--- src/rtl/tcs_pkg.sv ---
package tcs_pkg;

  // Bits present at the entry of level lvl for a slice of nIn inputs.
  // Each level turns every group of three into one sum, and the neighbour
  // adds back one carry per adder, so the width shrinks by the adder count.
  function automatic int stageWidth(input int nIn, input int lvl);
    int b;
    b = nIn;
    for (int k = 0; k < lvl; k++) b = b - b / 3;
    return b;
  endfunction

  function automatic int stageAdders(input int nIn, input int lvl);
    return stageWidth(nIn, lvl) / 3;
  endfunction

  function automatic int stageCount(input int nIn);
    int b;
    int c;
    b = nIn;
    c = 0;
    while (b > 2) begin
      b = b - b / 3;
      c++;
    end
    return c;
  endfunction

  // Position of a level's first carry inside the lateral vectors.
  function automatic int carryBase(input int nIn, input int lvl);
    int s;
    s = 0;
    for (int k = 0; k < lvl; k++) s += stageAdders(nIn, k);
    return s;
  endfunction

endpackage

--- src/rtl/tcs_full_adder.sv ---
module tcs_full_adder (
  input  logic a,
  input  logic b,
  input  logic c,
  output logic s,
  output logic co
);
  logic halfSum;
  assign halfSum = a ^ b;
  assign s       = halfSum ^ c;
  assign co      = (a & b) | (c & halfSum);
endmodule

--- src/rtl/tcs_level.sv ---
module tcs_level #(
  parameter int IN_W = 11,
  parameter int FA_N = 3
) (
  input  logic [IN_W-1:0]      lvlIn,
  input  logic [FA_N-1:0]      lateralIn,
  output logic [IN_W-FA_N-1:0] lvlOut,
  output logic [FA_N-1:0]      lateralOut
);
  localparam int PASS_N   = IN_W - 3 * FA_N;
  localparam int CIN_BASE = IN_W - 2 * FA_N;

  // Output order: sums, then untouched bits, then carries from the neighbour.
  for (genvar i = 0; i < FA_N; i++) begin : gAdder
    tcs_full_adder uFa (
      .a (lvlIn[3*i]),
      .b (lvlIn[3*i+1]),
      .c (lvlIn[3*i+2]),
      .s (lvlOut[i]),
      .co(lateralOut[i])
    );
    assign lvlOut[CIN_BASE+i] = lateralIn[i];
  end

  for (genvar j = 0; j < PASS_N; j++) begin : gPass
    assign lvlOut[FA_N+j] = lvlIn[3*FA_N+j];
  end
endmodule

--- src/rtl/tile_counter_slice.sv ---
module tile_counter_slice
  import tcs_pkg::*;
#(
  parameter int NUM_IN = 11,
  localparam int LEVELS = stageCount(NUM_IN),
  localparam int CARRY_W = NUM_IN - 2
) (
  input  logic [NUM_IN-1:0]  inBits,
  input  logic [CARRY_W-1:0] carryIn,
  output logic [CARRY_W-1:0] carryOut,
  output logic [1:0]         outBits
);

  for (genvar l = 0; l < LEVELS; l++) begin : gLvl
    localparam int W = stageWidth(NUM_IN, l);
    localparam int F = stageAdders(NUM_IN, l);
    localparam int B = carryBase(NUM_IN, l);

    logic [W-1:0]   stIn;
    logic [W-F-1:0] stOut;

    if (l == 0) begin : gHead
      assign stIn = inBits;
    end else begin : gChain
      assign stIn = gLvl[l-1].stOut;
    end

    // Level l sends its carries to level l+1 of the upper slice, and
    // the lower slice's level-l carries join this slice after level l.
    tcs_level #(
      .IN_W(W),
      .FA_N(F)
    ) uLevel (
      .lvlIn     (stIn),
      .lateralIn (carryIn[B+:F]),
      .lvlOut    (stOut),
      .lateralOut(carryOut[B+:F])
    );
  end

  assign outBits = gLvl[LEVELS-1].stOut;

endmodule

--- config.mk ---
export PLATFORM = sky130hd
export DESIGN_NAME = tile_counter_slice
export DESIGN_NICKNAME = d
export VERILOG_FILES = /design/src/rtl/tcs_pkg.sv /design/src/rtl/tcs_full_adder.sv /design/src/rtl/tcs_level.sv /design/src/rtl/tile_counter_slice.sv
export SDC_FILE = /design/constraint.sdc
export NUM_CORES = 1
export LEC_CHECK = 0
export BUFFER_PORTS_ARGS = -buffer_cell sky130_fd_sc_hd__clkbuf_2
export CORE_AREA = 2 2 39 41
export DETAILED_ROUTE_END_ITERATION = 10
export DIE_AREA = 0 0 41 43
export SYNTH_ARGS = -nofsm -noshare
export SYNTH_HDL_FRONTEND = slang
export SYNTH_SLANG_ARGS = --single-unit
--- constraint.sdc ---
create_clock -name vclk -period 6.6
set_input_delay 1.32 -clock vclk [all_inputs]
set_output_delay 1.32 -clock vclk [all_outputs]
set_load 0.02 [all_outputs]
# Word level (Yosys, flattened, before mapping)
# Index checks and enable logic that the tools add are counted.
[totals] ff_bits=0 out_inout_bits=11 wordCells=45
[classes] n_bitwise=45
[ops] cell="$and 1x1->1" n=18
[ops] cell="$xor 1x1->1" n=18
[ops] cell="$or 1x1->1" n=9

# Depth between registers and ports, before layout
# Gate-level depths: netlist of the first run.
[depth] ltp_word=11 depth_mapped=12

# Hierarchy
# A second synthesis of the first run with hierarchy kept.
[unflattened] hier_cells=23 hier_area_um2=285.3
[modules_own_cells] mod="tcs_full_adder" seq_area_each_um2=0.0 area_per_inst_um2=20.0 n_inst=9 cells_per_inst=1
[modules_own_cells] mod="tcs_level at gLvl[0].uLevel" seq_area_each_um2=0.0 area_per_inst_um2=37.5 n_inst=1 cells_per_inst=5
[modules_own_cells] mod="tcs_level at gLvl[1].uLevel" seq_area_each_um2=0.0 area_per_inst_um2=30.0 n_inst=1 cells_per_inst=4
[modules_own_cells] mod="tcs_level at gLvl[2].uLevel ..." seq_area_each_um2=0.0 area_per_inst_um2=15.0 n_inst=2 cells_per_inst=2
[modules_own_cells] mod="tcs_level at gLvl[4].uLevel" seq_area_each_um2=0.0 area_per_inst_um2=7.5 n_inst=1 cells_per_inst=1

# Worst setup path after synthesis of the first run
# OpenSTA, ideal clock, no wires.
[synth_timing] path_type="input to output" start="in inBits[3]" end="out outBits[0]" setup_slack_ps=1109 cell_stages=12 t_arrival_ps=4171 path_buffers=1 cell_sequence="inv_1 fa_1 inv_1 fa_1 inv_1 fa_1 inv_1 fa_1 inv_1 fa_1 inv_1 buf_4"
[synth_via] elab_chain_cells=10
[synth_rtl] element="from (decl)" line="tile_counter_slice.sv:8" source="input logic [NUM_IN-1:0] inBits,"
[synth_rtl] element="$xor 1x1->1" line="tcs_full_adder.sv:9" source="assign halfSum = a ^ b;"
[synth_rtl] element="$xor 1x1->1" line="tcs_full_adder.sv:10" source="assign s = halfSum ^ c;"
[synth_rtl] element="$xor 1x1->1" line="tcs_full_adder.sv:9"
[synth_rtl] element="$xor 1x1->1" line="tcs_full_adder.sv:10"
[synth_rtl] element="$xor 1x1->1" line="tcs_full_adder.sv:9"
[synth_rtl] element="$xor 1x1->1" line="tcs_full_adder.sv:10"
[synth_rtl] element="$xor 1x1->1" line="tcs_full_adder.sv:9"
[synth_rtl] element="$xor 1x1->1" line="tcs_full_adder.sv:10"
[synth_rtl] element="$xor 1x1->1" line="tcs_full_adder.sv:9"
[synth_rtl] element="$xor 1x1->1" line="tcs_full_adder.sv:10"
[synth_rtl] element="to (decl)" line="tile_counter_slice.sv:11" source="output logic [1:0] outBits"
# No other way between the ends.

# Worst setup path in the final report of the first run
# Same ends and word-level chain as after synthesis.

==> results_dict.tcl, run 1 <==
set metrics [dict create \
    status "finished clean" \
    core_um2 1380 \
    place.gp.congestion 0.622 \
    ys_warn_count 0 \
    setup_viol 0 \
    crit_buf_inv 8 \
    vias 286 \
    grt_pass1_vias 256 \
    fillers 156 \
    nets 97 \
    die_w_um 41 \
    drcViolationCount 0 \
    finalCritPeriodShare_pct 85.2 \
    initial_utilization_pct 26.6 \
    drv_slew 0 \
    ir_drop_uv 87.8 \
    syn_to_final_growth_pct 22.4 \
    stdcell_count 82 \
    grt_max_degree 2 \
    syn_avg_cell_area_um2 7.66 \
    vias_per_cell 3.49 \
    path_delay_family "adder cells" \
    ctsHoldBuffers 0 \
    gr-usage-all-layers_pct 6.18 \
    syn_inst 48 \
    finalCriticalPeriod_ps 5620 \
    first_pass_iters 2 \
    routed_wl_um 488 \
    synth_top_area_share_pct 49.0 \
    crit_path_end_kind "output port" \
    synth_top_area_cell "fa_1" \
    ios 31 \
    crit_slowest_cell "fa_1" \
    critPathMaxFanout 1 \
    seq_cells 0 \
    max_freq_mhz 178 \
    synth_area_um2 368 \
    hold_violations 0 \
    worstPathArrival_ps 4300 \
    utilization_pct 32.5 \
    port_buffers 29 \
    clockBufferCount 0 \
    wire_per_inst_um 5.95 \
    post-cts-setup-buffer-count 0 \
    max-slew-margin-rel_pct 91.9 \
    tightestPinTransition_ps 122 \
    p_per_area_nw_per_um2 183 \
    fin_tns_setup_ps 0 \
    worstSetupPathType "primary input to output port" \
    drt.antenna.violating_nets 0 \
    antenna_found_initial 0 \
    synth_fp_nets 77 \
    grt_pass1_wl_um 821 \
    yosys-top-cells-area "fa_1 (49%), inv_1 (29%), buf_4 (22%)" \
    placementRows 14 \
    layout-drive-gt1-share_pct 43.9 \
    multiInputGateArea_um2 180 \
    maxCapViolCount 0 \
    dieArea_um2 1760 \
    max_stage_delay_ps 530 \
    hold_class "primary input to output port" \
    ctsResizeCount 0 \
    dp_hpwl_um 510 \
    dpl.cell_count 82 \
    leakagePower_nw 0.335 \
    netlist-cell-type-count 3 \
    antenna_cells 0 \
    rsz0062_at_grt "false" \
    ys_seq_area_share_pct 0 \
    start_kind "primary input" \
    seqCellArea_um2 0 \
    required_ps 5280 \
    die_y_um 43 \
    crit_path_cell_trace "clkbuf_2 -> inv_1 -> fa_1 -> inv_1 -> fa_1 -> inv_1 -> fa_1 -> inv_1 -> fa_1 -> inv_1 -> fa_1 -> inv_1 -> clkbuf_2" \
    drt-initial-drc-count 3 \
    grt_overflow 0 \
    cpMostUsedCell "inv_1" \
]
## power by group
| part | leakage, nW | internal [mW] | switching, mW | total (mW) |
|---|---|---|---|---|
| logic | 0.335 | 0.0305 | 0.0517 | 0.0822 |
| registers | 0 | 0 | 0 | 0 |
| clock network | 0 | 0 | 0 | 0 |
| total | 0.335 | 0.0305 | 0.0517 | 0.0822 |
## stage by stage
step                      setup slack (ps)  power (mW)  hold WS, ps  cell area (µm²)
after CTS                              949      0.0845         2640              450
after global routing                   841      0.0961         2640              450
after floorplan                       1110      0.0811         2750              368
after global placement                 990      0.0811         2640              450
after detailed placement               935      0.0848         2640              450
final                                  976      0.0822         2640              450
## layout make-up
type	instances	share of cell area (%)
Multi-Input combinational cell	9	40.0
Timing Repair Buffer	29	32.2
Inverter	28	23.3
Tap cell	16	4.44
## metal layers
layer  GRT usage (%)  up-vias  share of wire [%]
met5               0        -                  0
met3               0        0                 15
met2            12.2       20                 56
li1                -      141                  -
met4               0        0                  0
met1            7.28      125                 29
## layout by cell type, fill, tap and decap left out
master	Yosys	final
fa_1	9	9
clkbuf_2	0	29
inv_1	28	28
## path summary, 6_finish.rpt
| check | start | endpoint | slack, ps | cells past startpoint |
|---|---|---|---|---|
| setup / recovery | inBits[3] | outBits[0] | 980 | 13 |
| hold / removal | carryIn[8] | outBits[1] | 2640 | 0 |
## synthesized netlist by cell type
cell type and number:
fa_1 9, inv_1 28, buf_4 11
## kinds of logic (layout without fill, tap and decap cells)
logic type / Yosys count / count (layout) / synth area share [%]
buf+inv: 39 / 57 / 51.0
fa+ha+maj: 9 / 9 / 49.0
Note: power is estimated with default switching activity, not from simulation.
==> run 2: changes to the inputs <==
--- a/config.mk
+++ b/config.mk
@@ -6,9 +6,11 @@
 export NUM_CORES = 1
 export LEC_CHECK = 0
 export BUFFER_PORTS_ARGS = -buffer_cell sky130_fd_sc_hd__clkbuf_2
-export CORE_AREA = 2 2 39 41
+export CELL_PAD_IN_SITES_DETAIL_PLACEMENT = 0
+export CELL_PAD_IN_SITES_GLOBAL_PLACEMENT = 1
+export CORE_UTILIZATION = 26
 export DETAILED_ROUTE_END_ITERATION = 10
-export DIE_AREA = 0 0 41 43
+export PLACE_DENSITY_LB_ADDON = 0.1
 export SYNTH_ARGS = -nofsm -noshare
 export SYNTH_HDL_FRONTEND = slang
 export SYNTH_SLANG_ARGS = --single-unit
==> results_dict.tcl, run 2 (synthesis gave the netlist of run 1 again) <==
set metrics [dict create \
    routed_wl_um 459 \
    dp_hpwl_um 480 \
    dieArea_um2 1570 \
    finalCriticalPeriod_ps 5600 \
    die_w_um 39.6 \
    ios 31 \
    max_freq_mhz 179 \
    crit_path_end_kind "output port" \
    grtUsageMet3_pct 0.568 \
    leakagePower_nw 0.335 \
    grtUsageMet2_pct 11.5 \
    first_pass_iters 1 \
    tightestPinTransition_ps 121 \
    grt_pass1_vias 220 \
    drt-initial-drc-count 0 \
    nets 97 \
    placed_area_um2 449 \
    antenna_cells 0 \
    start_kind "primary input" \
    cp-endpoint "outBits[0]" \
    vias_per_cell 3.48 \
    critPathLaunch "inBits[3]" \
    port_buffers 29 \
    final_common_cell "clkbuf_2" \
    crit_slowest_cell "fa_1" \
    critPathMaxFanout 1 \
    utilization_pct 34.5 \
    fillers 161 \
    dpl.cell_count 81 \
    max_stage_delay_ps 530 \
    syn_to_final_growth_pct 22.1 \
    vias 282 \
    maxCapViolCount 0 \
    grt_overflow 0 \
    use_met1_pct 8.65 \
    stdcell_area_um2 449 \
    drv_slew 0 \
    ir_drop_uv 44.2 \
    ctsHoldBuffers 0 \
    gr-usage-all-layers_pct 6.39 \
    crit_buf_inv 8 \
    required_ps 5280 \
    worstSetupPathType "primary input to output port" \
    drt.antenna.violating_nets 0 \
    setup_viol 0 \
    worstPathArrival_ps 4280 \
    fin_tns_setup_ps 0 \
    seqCellArea_um2 0 \
    grt_pass1_wl_um 731 \
    stdcell_count 81 \
    hold_class "primary input to output port" \
    crit_path_cell_trace "clkbuf_2 -> inv_1 -> fa_1 -> inv_1 -> fa_1 -> inv_1 -> fa_1 -> inv_1 -> fa_1 -> inv_1 -> fa_1 -> inv_1 -> clkbuf_2" \
    finalCritPeriodShare_pct 84.8 \
    max-slew-margin-rel_pct 91.9 \
    path_delay_family "adder cells" \
    antenna_found_initial 0 \
    post-cts-setup-buffer-count 0 \
    hold-worst-slack_ps 2640 \
    seq_cells 0 \
    initial_utilization_pct 28.3 \
    core_um2 1300 \
    p_per_area_nw_per_um2 178 \
    drcViolationCount 0 \
    rsz0062_at_grt "false" \
    place.gp.congestion 0.641 \
    layout-drive-gt1-share_pct 43.9 \
    clockBufferCount 0 \
    grt_max_degree 2 \
    mostFrequentLayoutCells "clkbuf_2 (29), inv_1 (28), fa_1 (9)" \
    die_y_um 39.6 \
    ctsResizeCount 0 \
    placementRows 13 \
    path_depth 13 \
    cpMostUsedCell "inv_1" \
    wire_per_inst_um 5.67 \
    status "finished clean" \
    top_usage_layer "met2" \
    hold_start "carryIn[8]" \
    hold_violations 0 \
]
[run 2: routing by layer]
metal,routed length [µm],up-vias
met5,0,-
li1,-,141
met1,161,123
met3,70,0
met4,0,0
met2,226,18
[run 2: metrics by stage]
stage	setup slack, ps	total power, mW
detailed placement	974	0.0826
global placement	983	0.0830
global route	841	0.0953
CTS	972	0.0829
floorplan	1110	0.0811
finish	1000	0.0801
[run 2: power by group]
| part | total, mW | switching (mW) | internal, mW |
|---|---|---|---|
| sequential | 0 | 0 | 0 |
| combinational | 0.0801 | 0.0503 | 0.0298 |
| clock | 0 | 0 | 0 |
| total | 0.0801 | 0.0503 | 0.0298 |
[run 2: layout make-up]
class | instances | area [µm²] | share of cell area, %
Timing Repair Buffer | 29 | 145 | 32.3
Inverter | 28 | 105 | 23.4
Tap cell | 15 | 18.8 | 4.18
Multi-Input combinational cell | 9 | 180 | 40.1
[run 2: worst min-delay path by stage]
stage               depth (start not counted)  slack (ps)         end
CTS                                         0        2640  outBits[1]
floorplan                                   1        2750  outBits[1]
global placement                            0        2640  outBits[1]
global route                                0        2640  outBits[1]
detailed placement                          0        2640  outBits[1]
finish                                      0        2640  outBits[1]
==> run 3: changes to the inputs <==
--- a/config.mk
+++ b/config.mk
@@ -5,10 +5,11 @@
 export SDC_FILE = /design/constraint.sdc
 export NUM_CORES = 1
 export LEC_CHECK = 0
+export ABC_AREA = 1
 export BUFFER_PORTS_ARGS = -buffer_cell sky130_fd_sc_hd__clkbuf_2
 export CELL_PAD_IN_SITES_DETAIL_PLACEMENT = 0
 export CELL_PAD_IN_SITES_GLOBAL_PLACEMENT = 1
-export CORE_UTILIZATION = 26
+export CORE_UTILIZATION = 24
 export DETAILED_ROUTE_END_ITERATION = 10
 export PLACE_DENSITY_LB_ADDON = 0.1
 export SYNTH_ARGS = -nofsm -noshare
==> constraint.sdc (replaced) <==
create_clock -name vclk -period 4.9
set_input_delay 0.98 -clock vclk [all_inputs]
set_output_delay 0.98 -clock vclk [all_outputs]
set_load 0.02 [all_outputs]
==> results_dict.tcl, run 3 (synthesis gave the netlist of run 1 again) <==
set metrics [dict create \
    rsz0062_at_grt "true" \
    ir_drop_uv 109 \
    max-slew-margin-rel_pct 91.6 \
    routed_wl_um 449 \
    antenna_cells 0 \
    hold_class "primary input to output port" \
    clockBufferCount 0 \
    grt_pass1_vias 181 \
    status "finished clean" \
    hold_violations 0 \
    initial_utilization_pct 26.9 \
    p_per_area_nw_per_um2 280 \
    post-place-ws_ps -37.1 \
    leakagePower_nw 0.337 \
    tightestPinTransition_ps 126 \
    maxCapViolCount 0 \
    crit_path_end_kind "output port" \
    seq_cells 0 \
    antenna_found_initial 0 \
    drt.antenna.violating_nets 0 \
    grt_pass1_wl_um 676 \
    place.gp.congestion 0.590 \
    final_common_cell "clkbuf_2" \
    setup_viol 0 \
    die_w_um 41.2 \
    vias 272 \
    worstSetupPathType "primary input to output port" \
    placed_area_um2 449 \
    wire_per_inst_um 5.54 \
    dp_hpwl_um 466 \
    grt_overflow 0 \
    timing.final.ws_setup_ps 20.4 \
    post-cts-setup-buffer-count 0 \
    start_kind "primary input" \
    finalCritPeriodShare_pct 99.6 \
    placementRows 13 \
    utilization_pct 34.0 \
    layout-drive-gt1-share_pct 48.5 \
    seqCellArea_um2 0 \
    total_power_mw 0.130 \
    grt_max_degree 2 \
    drv_slew 0 \
    dieArea_um2 1690 \
    vias_per_cell 3.36 \
    port_buffers 29 \
    required_ps 3920 \
    drcViolationCount 0 \
    critPathMaxFanout 1 \
    finalCriticalPeriod_ps 4880 \
    core_um2 1370 \
    syn_to_final_growth_pct 26.2 \
    worstPathArrival_ps 3900 \
    stdcell_area_um2 464 \
    drt-initial-drc-count 0 \
    die_y_um 41.2 \
    mostFrequentLayoutCells "clkbuf_2 (27), inv_1 (25), fa_1 (9)" \
    hold-worst-slack_ps 1960 \
    gr-usage-all-layers_pct 5.61 \
    max_freq_mhz 205 \
    first_pass_iters 1 \
    ios 31 \
    nets 97 \
]
## run 3: cell types whose count changed in the layout (fill, tap and decap cells not counted)
cell and change:
buf_6 +1, clkbuf_2 -2, clkbuf_8 +1, inv_1 -3
inv_2 +3
## run 3: routing by layer
metal	part of all wire (%)	global-route usage, %
met5	0	0
met4	0	0
met3	20	1.09
met2	41	7.81
met1	39	9.24
## run 3: worst max-delay path: stages
cell      delay (ps)
clkbuf_2          80
inv_2             30
fa_1             520
inv_1             50
fa_1             510
inv_2             40
fa_1             470
inv_1             50
fa_1             470
inv_1             50
fa_1             470
inv_1             40
clkbuf_8         140
## run 3: metrics by stage
stage / TNS (ps) / cells
floorplan: 0 / 48
global placement: -55.7 / 81
detailed placement: -37.1 / 81
CTS: 0 / 81
global route: -112 / 81
finish: 0 / 81
## run 3: power by group
group / total (mW) / leakage [nW] / internal, mW / switching [mW]
clock network: 0 / 0 / 0 / 0
logic: 0.130 / 0.337 / 0.0587 / 0.0711
registers: 0 / 0 / 0 / 0
## run 3: worst paths after layout
check / cells after the start / to / slack (ps) / from
max: 13 / outBits[0] / 20 / inBits[8]
min: 0 / outBits[1] / 1960 / carryIn[8]
## run 3: layout make-up
class | instances | area (µm²)
inverters | 28 | 105
repair buffers | 29 | 160
fillers | 158 | 902
multi-input cells | 9 | 180
well taps | 15 | 18.8
## run 3: repair_timing
| action | 4_1_cts | 5_1_grt |
|---|---|---|
| pin swaps | 4 | 0 |
| hold buffers | 0 | 0 |
| gates resized for setup | 3 | 4 |
| gates cloned | 0 | 0 |
| setup endpoints to repair | 1 | 2 |
